$ cat config.mk
export PLATFORM = sky130hd
export DESIGN_NAME = xbar_form_seq
export DESIGN_NICKNAME = d
export VERILOG_FILES = /design/src/rtl/xbf_pkg.sv /design/src/rtl/xbf_order.sv /design/src/rtl/xbf_ctrl.sv /design/src/rtl/xbf_datapath.sv /design/src/rtl/xbar_form_seq.sv
export SDC_FILE = /design/constraint.sdc
export NUM_CORES = 2
export LEC_CHECK = 0
export BUFFER_PORTS_ARGS = -buffer_cell sky130_fd_sc_hd__clkbuf_2
export CAP_MARGIN = 40
export CELL_PAD_IN_SITES_DETAIL_PLACEMENT = 2
export CELL_PAD_IN_SITES_GLOBAL_PLACEMENT = 2
export CORE_AREA = 2 2 441 443
export DETAILED_ROUTE_END_ITERATION = 10
export DIE_AREA = 0 0 443 445
export MAX_ROUTING_LAYER = met4
export PLACE_DENSITY_LB_ADDON = 0.15
export SLEW_MARGIN = 20
export SYNTH_ARGS = -nofsm -noshare
export SYNTH_HDL_FRONTEND = slang
export SYNTH_SLANG_ARGS = --single-unit
$ cat constraint.sdc
create_clock -name clk -period 5.1 [get_ports clk]
set_input_delay 0.255 -clock clk [delete_from_list [all_inputs] [get_ports clk]]
set_output_delay 0.255 -clock clk [all_outputs]
set_load 0.05 [all_outputs]
$ cat src/rtl/xbf_pkg.sv
package xbf_pkg;

  typedef enum logic [1:0] {
    DRV_IDLE  = 2'd0,
    DRV_FORM  = 2'd1,
    DRV_RESET = 2'd2,
    DRV_READ  = 2'd3
  } drvMode_e;

  typedef struct packed {
    logic orderInit;
    logic orderStep;
    logic codeLoad;
    logic codeInc;
    logic capOn;
    logic capOff;
    logic markFail;
    logic markPass;
  } dpStrobe_t;

endpackage

$ cat src/rtl/xbf_order.sv
module xbf_order #(
  parameter int DIM    = 32,
  parameter int IDX_W  = 5,
  parameter int ADDR_W = 10
) (
  input  logic              clk,
  input  logic              rstN,
  input  logic              init,
  input  logic              step,
  output logic [IDX_W-1:0]  rowIdx,
  output logic [IDX_W-1:0]  colIdx,
  output logic [ADDR_W-1:0] cellAddr,
  output logic              isLast
);
  localparam int RINGS = (DIM + 1) / 2;
  localparam int LO0   = (DIM - 1) / 2;
  localparam int HI0   = DIM / 2;

  logic [IDX_W-1:0] ringK, rowQ, colQ;
  logic [IDX_W-1:0] lo, hi, loNext;
  logic             edgeRow;

  assign lo      = IDX_W'(LO0) - ringK;
  assign hi      = IDX_W'(HI0) + ringK;
  assign loNext  = lo - IDX_W'(1);
  assign edgeRow = (rowQ == lo) || (rowQ == hi);

  always_ff @(posedge clk or negedge rstN) begin
    if (!rstN) begin
      ringK <= '0;
      rowQ  <= IDX_W'(LO0);
      colQ  <= IDX_W'(LO0);
    end else if (init) begin
      ringK <= '0;
      rowQ  <= IDX_W'(LO0);
      colQ  <= IDX_W'(LO0);
    end else if (step) begin
      if (colQ == hi) begin
        if (rowQ == hi) begin
          ringK <= ringK + IDX_W'(1);
          rowQ  <= loNext;
          colQ  <= loNext;
        end else begin
          rowQ <= rowQ + IDX_W'(1);
          colQ <= lo;
        end
      end else if (!edgeRow && (colQ == lo)) begin
        colQ <= hi;
      end else begin
        colQ <= colQ + IDX_W'(1);
      end
    end
  end

  assign rowIdx   = rowQ;
  assign colIdx   = colQ;
  assign cellAddr = ADDR_W'(rowQ) * ADDR_W'(DIM) + ADDR_W'(colQ);
  assign isLast   = (ringK == IDX_W'(RINGS - 1)) && (rowQ == hi) && (colQ == hi);

  // the walker never leaves the boundary of its current ring
  a_r3_on_ring_edge: assert property (@(posedge clk) disable iff (!rstN)
    (edgeRow || (colQ == lo) || (colQ == hi)));
  // the position stays inside the ring's bounding box
  a_r3_in_box: assert property (@(posedge clk) disable iff (!rstN)
    (rowQ >= lo) && (rowQ <= hi) && (colQ >= lo) && (colQ <= hi));
  // rings are taken in rising order
  a_r3_ring_rises: assert property (@(posedge clk) disable iff (!rstN)
    (step && !init) |=> (ringK >= $past(ringK)));

endmodule

$ cat src/rtl/xbf_ctrl.sv
module xbf_ctrl
  import xbf_pkg::*;
(
  input  logic      clk,
  input  logic      rstN,
  input  logic      start,
  input  logic      subsetEn,
  input  logic      cellListed,
  input  logic      senseTrip,
  input  logic      codeAtMax,
  input  logic      ratioLow,
  input  logic      isLast,
  output dpStrobe_t strb,
  output drvMode_e  mode,
  output logic      done
);
  typedef enum logic [3:0] {
    S_IDLE, S_CHECK, S_FORM, S_READON, S_RESET,
    S_READOFF, S_JUDGE, S_ADV, S_DONE
  } state_e;

  state_e state, nxt;

  always_ff @(posedge clk or negedge rstN) begin
    if (!rstN) state <= S_IDLE;
    else       state <= nxt;
  end

  always_comb begin
    nxt  = state;
    strb = '0;
    unique case (state)
      S_IDLE: if (start) begin
        strb.orderInit = 1'b1;
        nxt = S_CHECK;
      end
      S_CHECK: if (subsetEn && !cellListed) begin
        nxt = S_ADV;
      end else begin
        strb.codeLoad = 1'b1;
        nxt = S_FORM;
      end
      S_FORM: if (senseTrip) begin
        nxt = S_READON;
      end else if (codeAtMax) begin
        strb.markFail = 1'b1;
        nxt = S_ADV;
      end else begin
        strb.codeInc = 1'b1;
      end
      S_READON: begin
        strb.capOn = 1'b1;
        nxt = S_RESET;
      end
      S_RESET:   nxt = S_READOFF;
      S_READOFF: begin
        strb.capOff = 1'b1;
        nxt = S_JUDGE;
      end
      S_JUDGE: begin
        if (ratioLow) strb.markFail = 1'b1;
        else          strb.markPass = 1'b1;
        nxt = S_ADV;
      end
      S_ADV: if (isLast) begin
        nxt = S_DONE;
      end else begin
        strb.orderStep = 1'b1;
        nxt = S_CHECK;
      end
      S_DONE:  nxt = S_IDLE;
      default: nxt = S_IDLE;
    endcase
  end

  always_comb begin
    unique case (state)
      S_FORM:            mode = DRV_FORM;
      S_RESET:           mode = DRV_RESET;
      S_READON, S_READOFF: mode = DRV_READ;
      default:           mode = DRV_IDLE;
    endcase
  end

  assign done = (state == S_DONE);

  // a trip leads straight into the ON read
  a_r6_trip_then_read: assert property (@(posedge clk) disable iff (!rstN)
    (state == S_FORM && senseTrip) |=> (mode == DRV_READ));
  // the reset pulse is always followed by a read
  a_r6_reset_then_read: assert property (@(posedge clk) disable iff (!rstN)
    (mode == DRV_RESET) |=> (mode == DRV_READ));
  // a ramp that tops out without a trip goes idle, no read or reset
  a_r5_timeout_idle: assert property (@(posedge clk) disable iff (!rstN)
    (state == S_FORM && !senseTrip && codeAtMax) |=> (mode == DRV_IDLE));
  // done lasts one cycle
  a_r9_done_pulse: assert property (@(posedge clk) disable iff (!rstN)
    done |=> !done);
  // a running pass only returns to idle through the done state
  a_r10_no_restart: assert property (@(posedge clk) disable iff (!rstN)
    (state != S_IDLE && state != S_DONE) |=> (state != S_IDLE));

endmodule

$ cat src/rtl/xbf_datapath.sv
module xbf_datapath
  import xbf_pkg::*;
#(
  parameter int DIM        = 32,
  parameter int IDX_W      = 5,
  parameter int ADDR_W     = 10,
  parameter int CELLS      = 1024,
  parameter int CODE_W     = 8,
  parameter int READ_W     = 12,
  parameter int FORM_START = 8,
  parameter int FORM_STEP  = 4,
  parameter int FORM_MAX   = 252,
  parameter int RESET_CODE = 160,
  parameter int READ_LVL   = 16
) (
  input  logic              clk,
  input  logic              rstN,
  input  dpStrobe_t         strb,
  input  drvMode_e          mode,
  input  logic [READ_W-1:0] readCode,
  input  logic [IDX_W-1:0]  rowIdx,
  input  logic [IDX_W-1:0]  colIdx,
  input  logic [ADDR_W-1:0] cellAddr,
  input  logic [ADDR_W-1:0] mapAddr,
  output logic [DIM-1:0]    rowDrive,
  output logic [DIM-1:0]    colGnd,
  output logic [CODE_W-1:0] driveCode,
  output logic              codeAtMax,
  output logic              ratioLow,
  output logic              mapFail
);
  localparam int RW = READ_W + 2;

  logic [CODE_W-1:0] rampCode;
  logic [READ_W-1:0] onCap, offCap;
  logic [CELLS-1:0]  failMap;
  logic [CODE_W:0]   nextSum;

  always_ff @(posedge clk or negedge rstN) begin
    if (!rstN) begin
      rampCode <= '0;
      onCap    <= '0;
      offCap   <= '0;
    end else begin
      if (strb.codeLoad)     rampCode <= CODE_W'(FORM_START);
      else if (strb.codeInc) rampCode <= rampCode + CODE_W'(FORM_STEP);
      if (strb.capOn)  onCap  <= readCode;
      if (strb.capOff) offCap <= readCode;
    end
  end

  always_ff @(posedge clk or negedge rstN) begin
    if (!rstN) begin
      failMap <= '0;
    end else if (strb.orderInit) begin
      failMap <= '0;
    end else if (strb.markFail) begin
      failMap[cellAddr] <= 1'b1;
    end else if (strb.markPass) begin
      failMap[cellAddr] <= 1'b0;
    end
  end

  assign nextSum   = {1'b0, rampCode} + (CODE_W+1)'(FORM_STEP);
  assign codeAtMax = nextSum > (CODE_W+1)'(FORM_MAX);
  assign ratioLow  = RW'(onCap) < (RW'(offCap) * RW'(3));
  assign mapFail   = failMap[mapAddr];

  generate
    for (genvar i = 0; i < DIM; i++) begin : g_line
      assign rowDrive[i] = (mode != DRV_IDLE) && (rowIdx == IDX_W'(i));
      assign colGnd[i]   = (mode != DRV_IDLE) && (colIdx == IDX_W'(i));
    end
  endgenerate

  always_comb begin
    unique case (mode)
      DRV_FORM:  driveCode = rampCode;
      DRV_RESET: driveCode = CODE_W'(RESET_CODE);
      DRV_READ:  driveCode = CODE_W'(READ_LVL);
      default:   driveCode = '0;
    endcase
  end

  // each further form cycle raises the code by one step
  a_r4_ramp_step: assert property (@(posedge clk) disable iff (!rstN)
    (mode == DRV_FORM && $past(mode) == DRV_FORM) |->
      (rampCode == $past(rampCode) + CODE_W'(FORM_STEP)));
  // the first form cycle of a cell applies the start code
  a_r4_ramp_start: assert property (@(posedge clk) disable iff (!rstN)
    (mode == DRV_FORM && $past(mode) != DRV_FORM) |->
      (rampCode == CODE_W'(FORM_START)));
  // a driven mode always selects one row line and one column line
  a_r2_one_pair: assert property (@(posedge clk) disable iff (!rstN)
    (mode != DRV_IDLE) |-> ($countones(rowDrive) == 1 && $countones(colGnd) == 1));

endmodule

$ cat src/rtl/xbar_form_seq.sv
module xbar_form_seq
  import xbf_pkg::*;
#(
  parameter int DIM        = 32,
  parameter int CODE_W     = 8,
  parameter int READ_W     = 12,
  parameter int FORM_START = 8,
  parameter int FORM_STEP  = 4,
  parameter int FORM_MAX   = 252,
  parameter int RESET_CODE = 160,
  parameter int READ_LVL   = 16,
  localparam int CELLS     = DIM * DIM,
  localparam int IDX_W     = (DIM > 1) ? $clog2(DIM) : 1,
  localparam int ADDR_W    = (CELLS > 1) ? $clog2(CELLS) : 1
) (
  input  logic              clk,
  input  logic              rstN,
  input  logic              start,
  input  logic              subsetEn,
  input  logic [CELLS-1:0]  cellList,
  input  logic              senseTrip,
  input  logic [READ_W-1:0] readCode,
  output logic [DIM-1:0]    rowDrive,
  output logic [DIM-1:0]    colGnd,
  output logic [1:0]        driveMode,
  output logic [CODE_W-1:0] driveCode,
  input  logic [ADDR_W-1:0] mapAddr,
  output logic              mapFail,
  output logic              done
);
  dpStrobe_t         strb;
  drvMode_e          modeC;
  logic [IDX_W-1:0]  rowIdx, colIdx;
  logic [ADDR_W-1:0] cellAddr;
  logic              isLast, codeAtMax, ratioLow, cellListed;

  assign cellListed = cellList[cellAddr];
  assign driveMode  = modeC;

  xbf_order #(.DIM(DIM), .IDX_W(IDX_W), .ADDR_W(ADDR_W)) u_order (
    .clk(clk), .rstN(rstN), .init(strb.orderInit), .step(strb.orderStep),
    .rowIdx(rowIdx), .colIdx(colIdx), .cellAddr(cellAddr), .isLast(isLast)
  );

  xbf_ctrl u_ctrl (
    .clk(clk), .rstN(rstN), .start(start), .subsetEn(subsetEn),
    .cellListed(cellListed), .senseTrip(senseTrip), .codeAtMax(codeAtMax),
    .ratioLow(ratioLow), .isLast(isLast), .strb(strb), .mode(modeC), .done(done)
  );

  xbf_datapath #(
    .DIM(DIM), .IDX_W(IDX_W), .ADDR_W(ADDR_W), .CELLS(CELLS),
    .CODE_W(CODE_W), .READ_W(READ_W), .FORM_START(FORM_START),
    .FORM_STEP(FORM_STEP), .FORM_MAX(FORM_MAX), .RESET_CODE(RESET_CODE),
    .READ_LVL(READ_LVL)
  ) u_dp (
    .clk(clk), .rstN(rstN), .strb(strb), .mode(modeC), .readCode(readCode),
    .rowIdx(rowIdx), .colIdx(colIdx), .cellAddr(cellAddr), .mapAddr(mapAddr),
    .rowDrive(rowDrive), .colGnd(colGnd), .driveCode(driveCode),
    .codeAtMax(codeAtMax), .ratioLow(ratioLow), .mapFail(mapFail)
  );

endmodule

# == Word level (Yosys, flattened, before mapping) ==
# Index checks and enable logic that the tools add are counted.
# totals
reg_bits,1075
input_bits,1051
elab_cells,240
# op_classes
mul,1
n_eq_ne,80
reduce_logical,85
magnitude_cmp,5
mux,49
addsub,9
bitwise_logic,3
# op_table
op,n
$mux 1024,3
$and 1024x1024->1024,1
$not 1024->1024,1
$or 1024x1024->1024,1
$eq 5x5->1 const B,32
$eq 5x4->1 const B,17
$logic_and 1x1->1,69
$mux 5,13
$eq 5x3->1 const B,8
$pmux 4 s8,1
$pmux 8 s3,1
$lt 10x11->1 const B,2
$bmux 1 s10,2
$eq 5x2->1 const B,4
$eq 5x5->1,4
$mux 1,19
$eq 4x3->1 const B,4
$mux 4,4
$mux 8,2
$add 5x1->5 const B,3
$lt 12x14->1,1
$mul 12x2->14 const B,1
$add 10x5->10,1
$demux 1 s10,1
27 further kinds,37

# == Depth between registers and ports, before layout ==
# logic_depth
word_depth,10
mapped_depth,22

# == Cells and area by module ==
# A second synthesis with hierarchy kept.
# hier_totals
cells_unflattened,6691
area_unflattened_um2,63960.1
# modules_own_cells
module,n_inst,area_each_um2,cells_each,seq_area_each_um2
xbf_datapath,1,53607.7,5788,26375.3
xbar_form_seq,1,8647.0,705,0.0
xbf_order,1,1343.8,152,385.4
xbf_ctrl,1,361.6,46,100.1

# == Worst setup path after synthesis ==
# Ideal clock, no wire load.
# synth_timing
path_kind,register -> register
start,register u_dp.offCap[1]
end,register u_dp.failMap[221]
t_required_ns,4.959
path_slack_ns,1.047
setup_time_ns,0.141
n_path_buf,3
t_arrival_ns,3.912
path_stages_with_launch,21
path_cell_list,dfrtp_1 ha_1 inv_1 fa_1 nor2b_1 o21ai_0 a21oi_1 o21ai_0 nand2_1 a21oi_1 o21a_1 xor2_1 ha_1 nand4_1 o311ai_0 a21oi_1 nor4_1 buf_2 clkbuf_1 buf_1 a31oi_1
# synth_between
elab_chain_len,6
word_cells_on_any_way,9
cone_classes,mul: 1; order compare: 1; mux: 6; reduce/logical: 1
# synth_rtl
item,line_no,text
from (decl),xbf_datapath.sv:35,"logic [READ_W-1:0] onCap, offCap;"
from (signal assigned),xbf_datapath.sv:48,if (strb.capOff) offCap <= readCode;
$mul 12x2->14 *,xbf_datapath.sv:66,assign ratioLow = RW'(onCap) < (RW'(offCap) * RW'(3));
$lt 12x14->1 *,xbf_datapath.sv:66,
$mux 1,xbf_ctrl.sv:61,if (ratioLow) strb.markFail = 1'b1;
$pmux 1 s2,xbf_ctrl.sv:32,unique case (state)
$mux 1024,xbf_datapath.sv:57,end else if (strb.markFail) begin
$mux 1024,xbf_datapath.sv:55,end else if (strb.orderInit) begin
to (signal assigned),xbf_datapath.sv:54,failMap <= '0;
to (signal assigned),xbf_datapath.sv:56,failMap <= '0;
"to (signal, indexed assignment)",xbf_datapath.sv:58,failMap[cellAddr] <= 1'b1;
to (decl),xbf_datapath.sv:36,logic [CELLS-1:0] failMap;
# Every way passes the cells marked *; elsewhere a longest branch is shown, timed or not.
# A chain may end at the register's enable or synchronous reset.

# == Worst setup path after layout ==
# layout_timing
start,register u_order.colQ[1] (netlist: u_order.colIdx[1])
end,register u_dp.rampCode[3]
# layout_between
elab_chain_len,8
word_cells_on_any_way,9
cone_classes,add/sub: 1; mux: 5; reduce/logical: 3
# layout_rtl
item,line_no,text
from (decl),xbf_order.sv:19,"logic [IDX_W-1:0] ringK, rowQ, colQ;"
from (signal assigned),xbf_order.sv:32,colQ <= IDX_W'(LO0);
from (signal assigned),xbf_order.sv:36,colQ <= IDX_W'(LO0);
from (signal assigned),xbf_order.sv:42,colQ <= loNext;
$add 10x5->10 *,xbf_order.sv:57,assign cellAddr = ADDR_W'(rowQ) * ADDR_W'(DIM) + ADDR_W'(colQ);
$bmux 1 s10 *,xbar_form_seq.sv:37,assign cellListed = cellList[cellAddr];
$mux 1 (implied by the code) *,xbar_form_seq.sv:37,
$logic_not 1->1 *,xbf_ctrl.sv:37,S_CHECK: if (subsetEn && !cellListed) begin
$logic_and 1x1->1 *,xbf_ctrl.sv:37,
$mux 1 *,xbf_ctrl.sv:37,
$mux 1 *,xbf_ctrl.sv:32,
$mux 8 / $reduce_bool 2->1 (equally long branches),n/a,
to (signal assigned),xbf_datapath.sv:45,if (strb.codeLoad) rampCode <= CODE_W'(FORM_START);
to (signal assigned),xbf_datapath.sv:46,else if (strb.codeInc) rampCode <= rampCode + CODE_W'(FORM_STEP);
to (decl),xbf_datapath.sv:34,logic [CODE_W-1:0] rampCode;
# Every way passes the cells marked *; elsewhere a longest branch is shown, timed or not. The select of a mux whose other input is x is not followed.

==> flow_summary.toml <==
[hold_path]
hold_class = "in2async"

[timing]
max-slew-margin-rel = 0.2061
finalClockSkew_ns = 0.03152
tightest_slew_ns = 1.191
period_minus_slack_ns = 5.153
setup_slack_ns = -0.05339
rsz0062_at_grt = "no"
clock.fmax_mhz = 194.0
slew_viol_final = 0
holdWs_ns = -0.001716
hold_violations = 2
post-route-period-util = 1.010
setup_viol = 2

[critical_path]
crit_family = "simple AND/OR/NAND/NOR gates"
crit_chain = "buf_12 > buf_4 > mux4_2 > a22oi_1 > buf_4 > nand4_1 > nand4_1 > nand4_1 > or4_4 > buf_4 > a21bo_1"
r2r_end = "u_dp.rampCode[3]"
slowest_stage = "dfstp_4"
worst-path-buf-inv = 4
reg2regPathDepth = 11
r2r_slack_ns = -0.05
cp-start-kind = "register"
required_ns = 5.78
reg2reg_from = "u_order.colIdx[1]"
critical_path_arrival_ns = 5.83
setup.worst_path.start = "u_order.colIdx[1]"
crit_fanout = 48
worstSetupPathType = "reg2reg"
max_stage_delay_ns = 0.95
cp-end-kind = "register"

[die]
io_pins = 1127
initial_utilization = 0.3476
die_w_um = 443
core_sq_um = 192000
die_h_um = 445
fp-row-count = 161
dieArea_sq_um = 197100

[layout]
final_common_cell = "clkbuf_2"
multi_input_area_sq_um = 36470
final_area_sq_um = 81020
fillers = 20304
drive_above_1_share = 0.3120
final_core_util = 0.4220
seqCellArea_sq_um = 26870
areaGrowthSynthToFinish_pct = 21.40
mostFrequentLayoutCells = "clkbuf_2, nor2_1, dfrtp_1"
final_nets = 8400

[global_routing]
grt_pass1_vias = 71005
grt_pass1_wl_um = 541500
grt_antenna_before_repair = 33
grt.overflow.total = 0
track_usage = 0.3881
grt_max_degree = 183

[detailed_routing]
wirelength_um = 380600
vias_per_cell = 6.713
vias = 66903
first_pass_iters = 6
drtIter0Drc = 7065
ant_nets = 0
drcViolationCount = 0
wl_per_cell_um = 38.19

[clock_tree]
cts-root-buf = "clkbuf_16"
cts_buffers = 136
clockBufferDepth = 3
clkSinkCount = 1073
worstSkewPairLatency_ns = 0.82
cts_tree = "done"
clkSlewWorstSetupHoldPaths_ns = 0.06
cts.htree.levels = 4

[place]
pre_cts_slack_ns = -0.2426
gp_congestion = 1.012
placed_cell_area_sq_um = 76350
hpwl_um = 261700
io_buffer_count = 1124

[pwr]
p_leak_nw = 33.77
p_per_area_nw_per_um2 = 489.3
ir_worst_vdd_v = 0.0007725

[logic_synthesis]
avgSynthCellArea_sq_um = 10.22
ys_top_cells_by_area = "dfrtp_1, mux4_2, a22oi_1"
synth_cell_types = 74
syn-cell-area_sq_um = 66740
synth_top_area_frac = 0.3993
synth-seq-cells = 1073
synth_top_cell_by_area = "dfrtp_1"
ys_seq_area_frac = 0.4025
synth-edff-count = 0
ys_warn_count = 0
synthFlopType = "dfrtp_1"
synth_cells = 6531
synthArstFlopShare = 1.000

[outcome]
violations = "negative hold slack, negative setup slack"
outcome = "finished, violations left"

[flow_run]
cap_violations = 0
## registers in the layout, summed over array words and instances (netlist names)
register and count:
u_order.rowIdx 5, u_order.ringK 5, u_dp.offCap 12, u_ctrl.state 4, u_dp.onCap 12, u_order.colIdx 5
u_dp.rampCode 6, u_dp.failMap 1024
## report_power, final
part	switching [mW]	internal [mW]	total [mW]
combinational	14.8	5.70	20.5
sequential	0.519	8.83	9.35
clock	4.19	5.63	9.82
total	19.5	20.2	39.6
## worst max path at each step
stage	to	cells past startpoint
after floorplan	u_dp.failMap[221]	20
after global placement	u_dp.rampCode[3]	11
after detailed placement	u_dp.rampCode[3]	11
after CTS	u_dp.rampCode[3]	11
after global routing	u_dp.failMap[999]	20
final	u_dp.rampCode[3]	11
## through the flow
stage / TNS (ns) / total power, mW / std cells
3_5_place_dp: -1.395 / 29.48 / 9681
2_1_floorplan: 0 / 20.39 / 6532
6_report: -0.05641 / 39.64 / 9966
3_3_place_gp: -0.9563 / 29.22 / 9658
5_1_grt: 0 / 40.88 / 9959
4_1_cts: 0 / 39.44 / 9929
## timing repair
action	in CTS	in global routing
buffers inserted	2	0
resized for setup	2	0
hold endpoints to repair	126	0
hold buffers	13	0
setup endpoints to repair	8	0
## worst register-to-register path: stages, from the launching register on
cell     delay, ns
dfstp_4       0.95
buf_12        0.39
buf_4         0.42
mux4_2        0.35
a22oi_1       0.42
buf_4         0.27
nand4_1       0.11
nand4_1       0.42
nand4_1       0.55
or4_4         0.77
buf_4         0.21
a21bo_1       0.19
## cell families after synthesis
family | after synthesis | synth area share
XOR/XNOR | 29 | 0.003806
flip-flops | 1073 | 0.4025
AO/OA/AOI/OAI | 2341 | 0.2418
adder cells (fa/ha/maj) | 40 | 0.007574
other | 1 | 0.00005619
buffers and inverters | 898 | 0.05486
AND/OR/NAND/NOR | 1465 | 0.09185
multiplexers | 684 | 0.1976
## final cells by class
class,instances,share of cell area
multi-input cells,4561,0.4501
flip-flops and latches,1073,0.3316
repair buffers,1510,0.1228
clock buffers,200,0.04871
well taps,2526,0.03901
clock inverters,33,0.005343
inverters,28,0.001297
diodes,35,0.001081
## cells in the mapped netlist (18+ instances only)
library cell  instances
clkbuf_1            704
and2_1               34
inv_1                27
ha_1                 38
a41oi_1              64
buf_1                69
nor3_1               37
o22ai_1              64
buf_2                65
nand2_1             115
nand3_1              22
a21oi_1              47
a31oi_1             965
nand4_1              47
mux2i_1             147
mux2_2               34
dfrtp_1            1065
nor2_1             1109
a22oi_1            1059
mux4_2              502
xnor2_1              18
o21ai_0              68
## per-layer routing
layer / wire length (um) / up-vias / track usage / share of wire
met1: 158300 / 36207 / 0.5060 / 0.42
met2: 178600 / 2841 / 0.5959 / 0.47
met5: 0 / - / - / 0
li1: - / 27238 / - / -
met4: 20020 / 0 / 0.1845 / 0.053
met3: 23690 / 617 / 0.05623 / 0.062
Power figures use the tool's default switching activity.
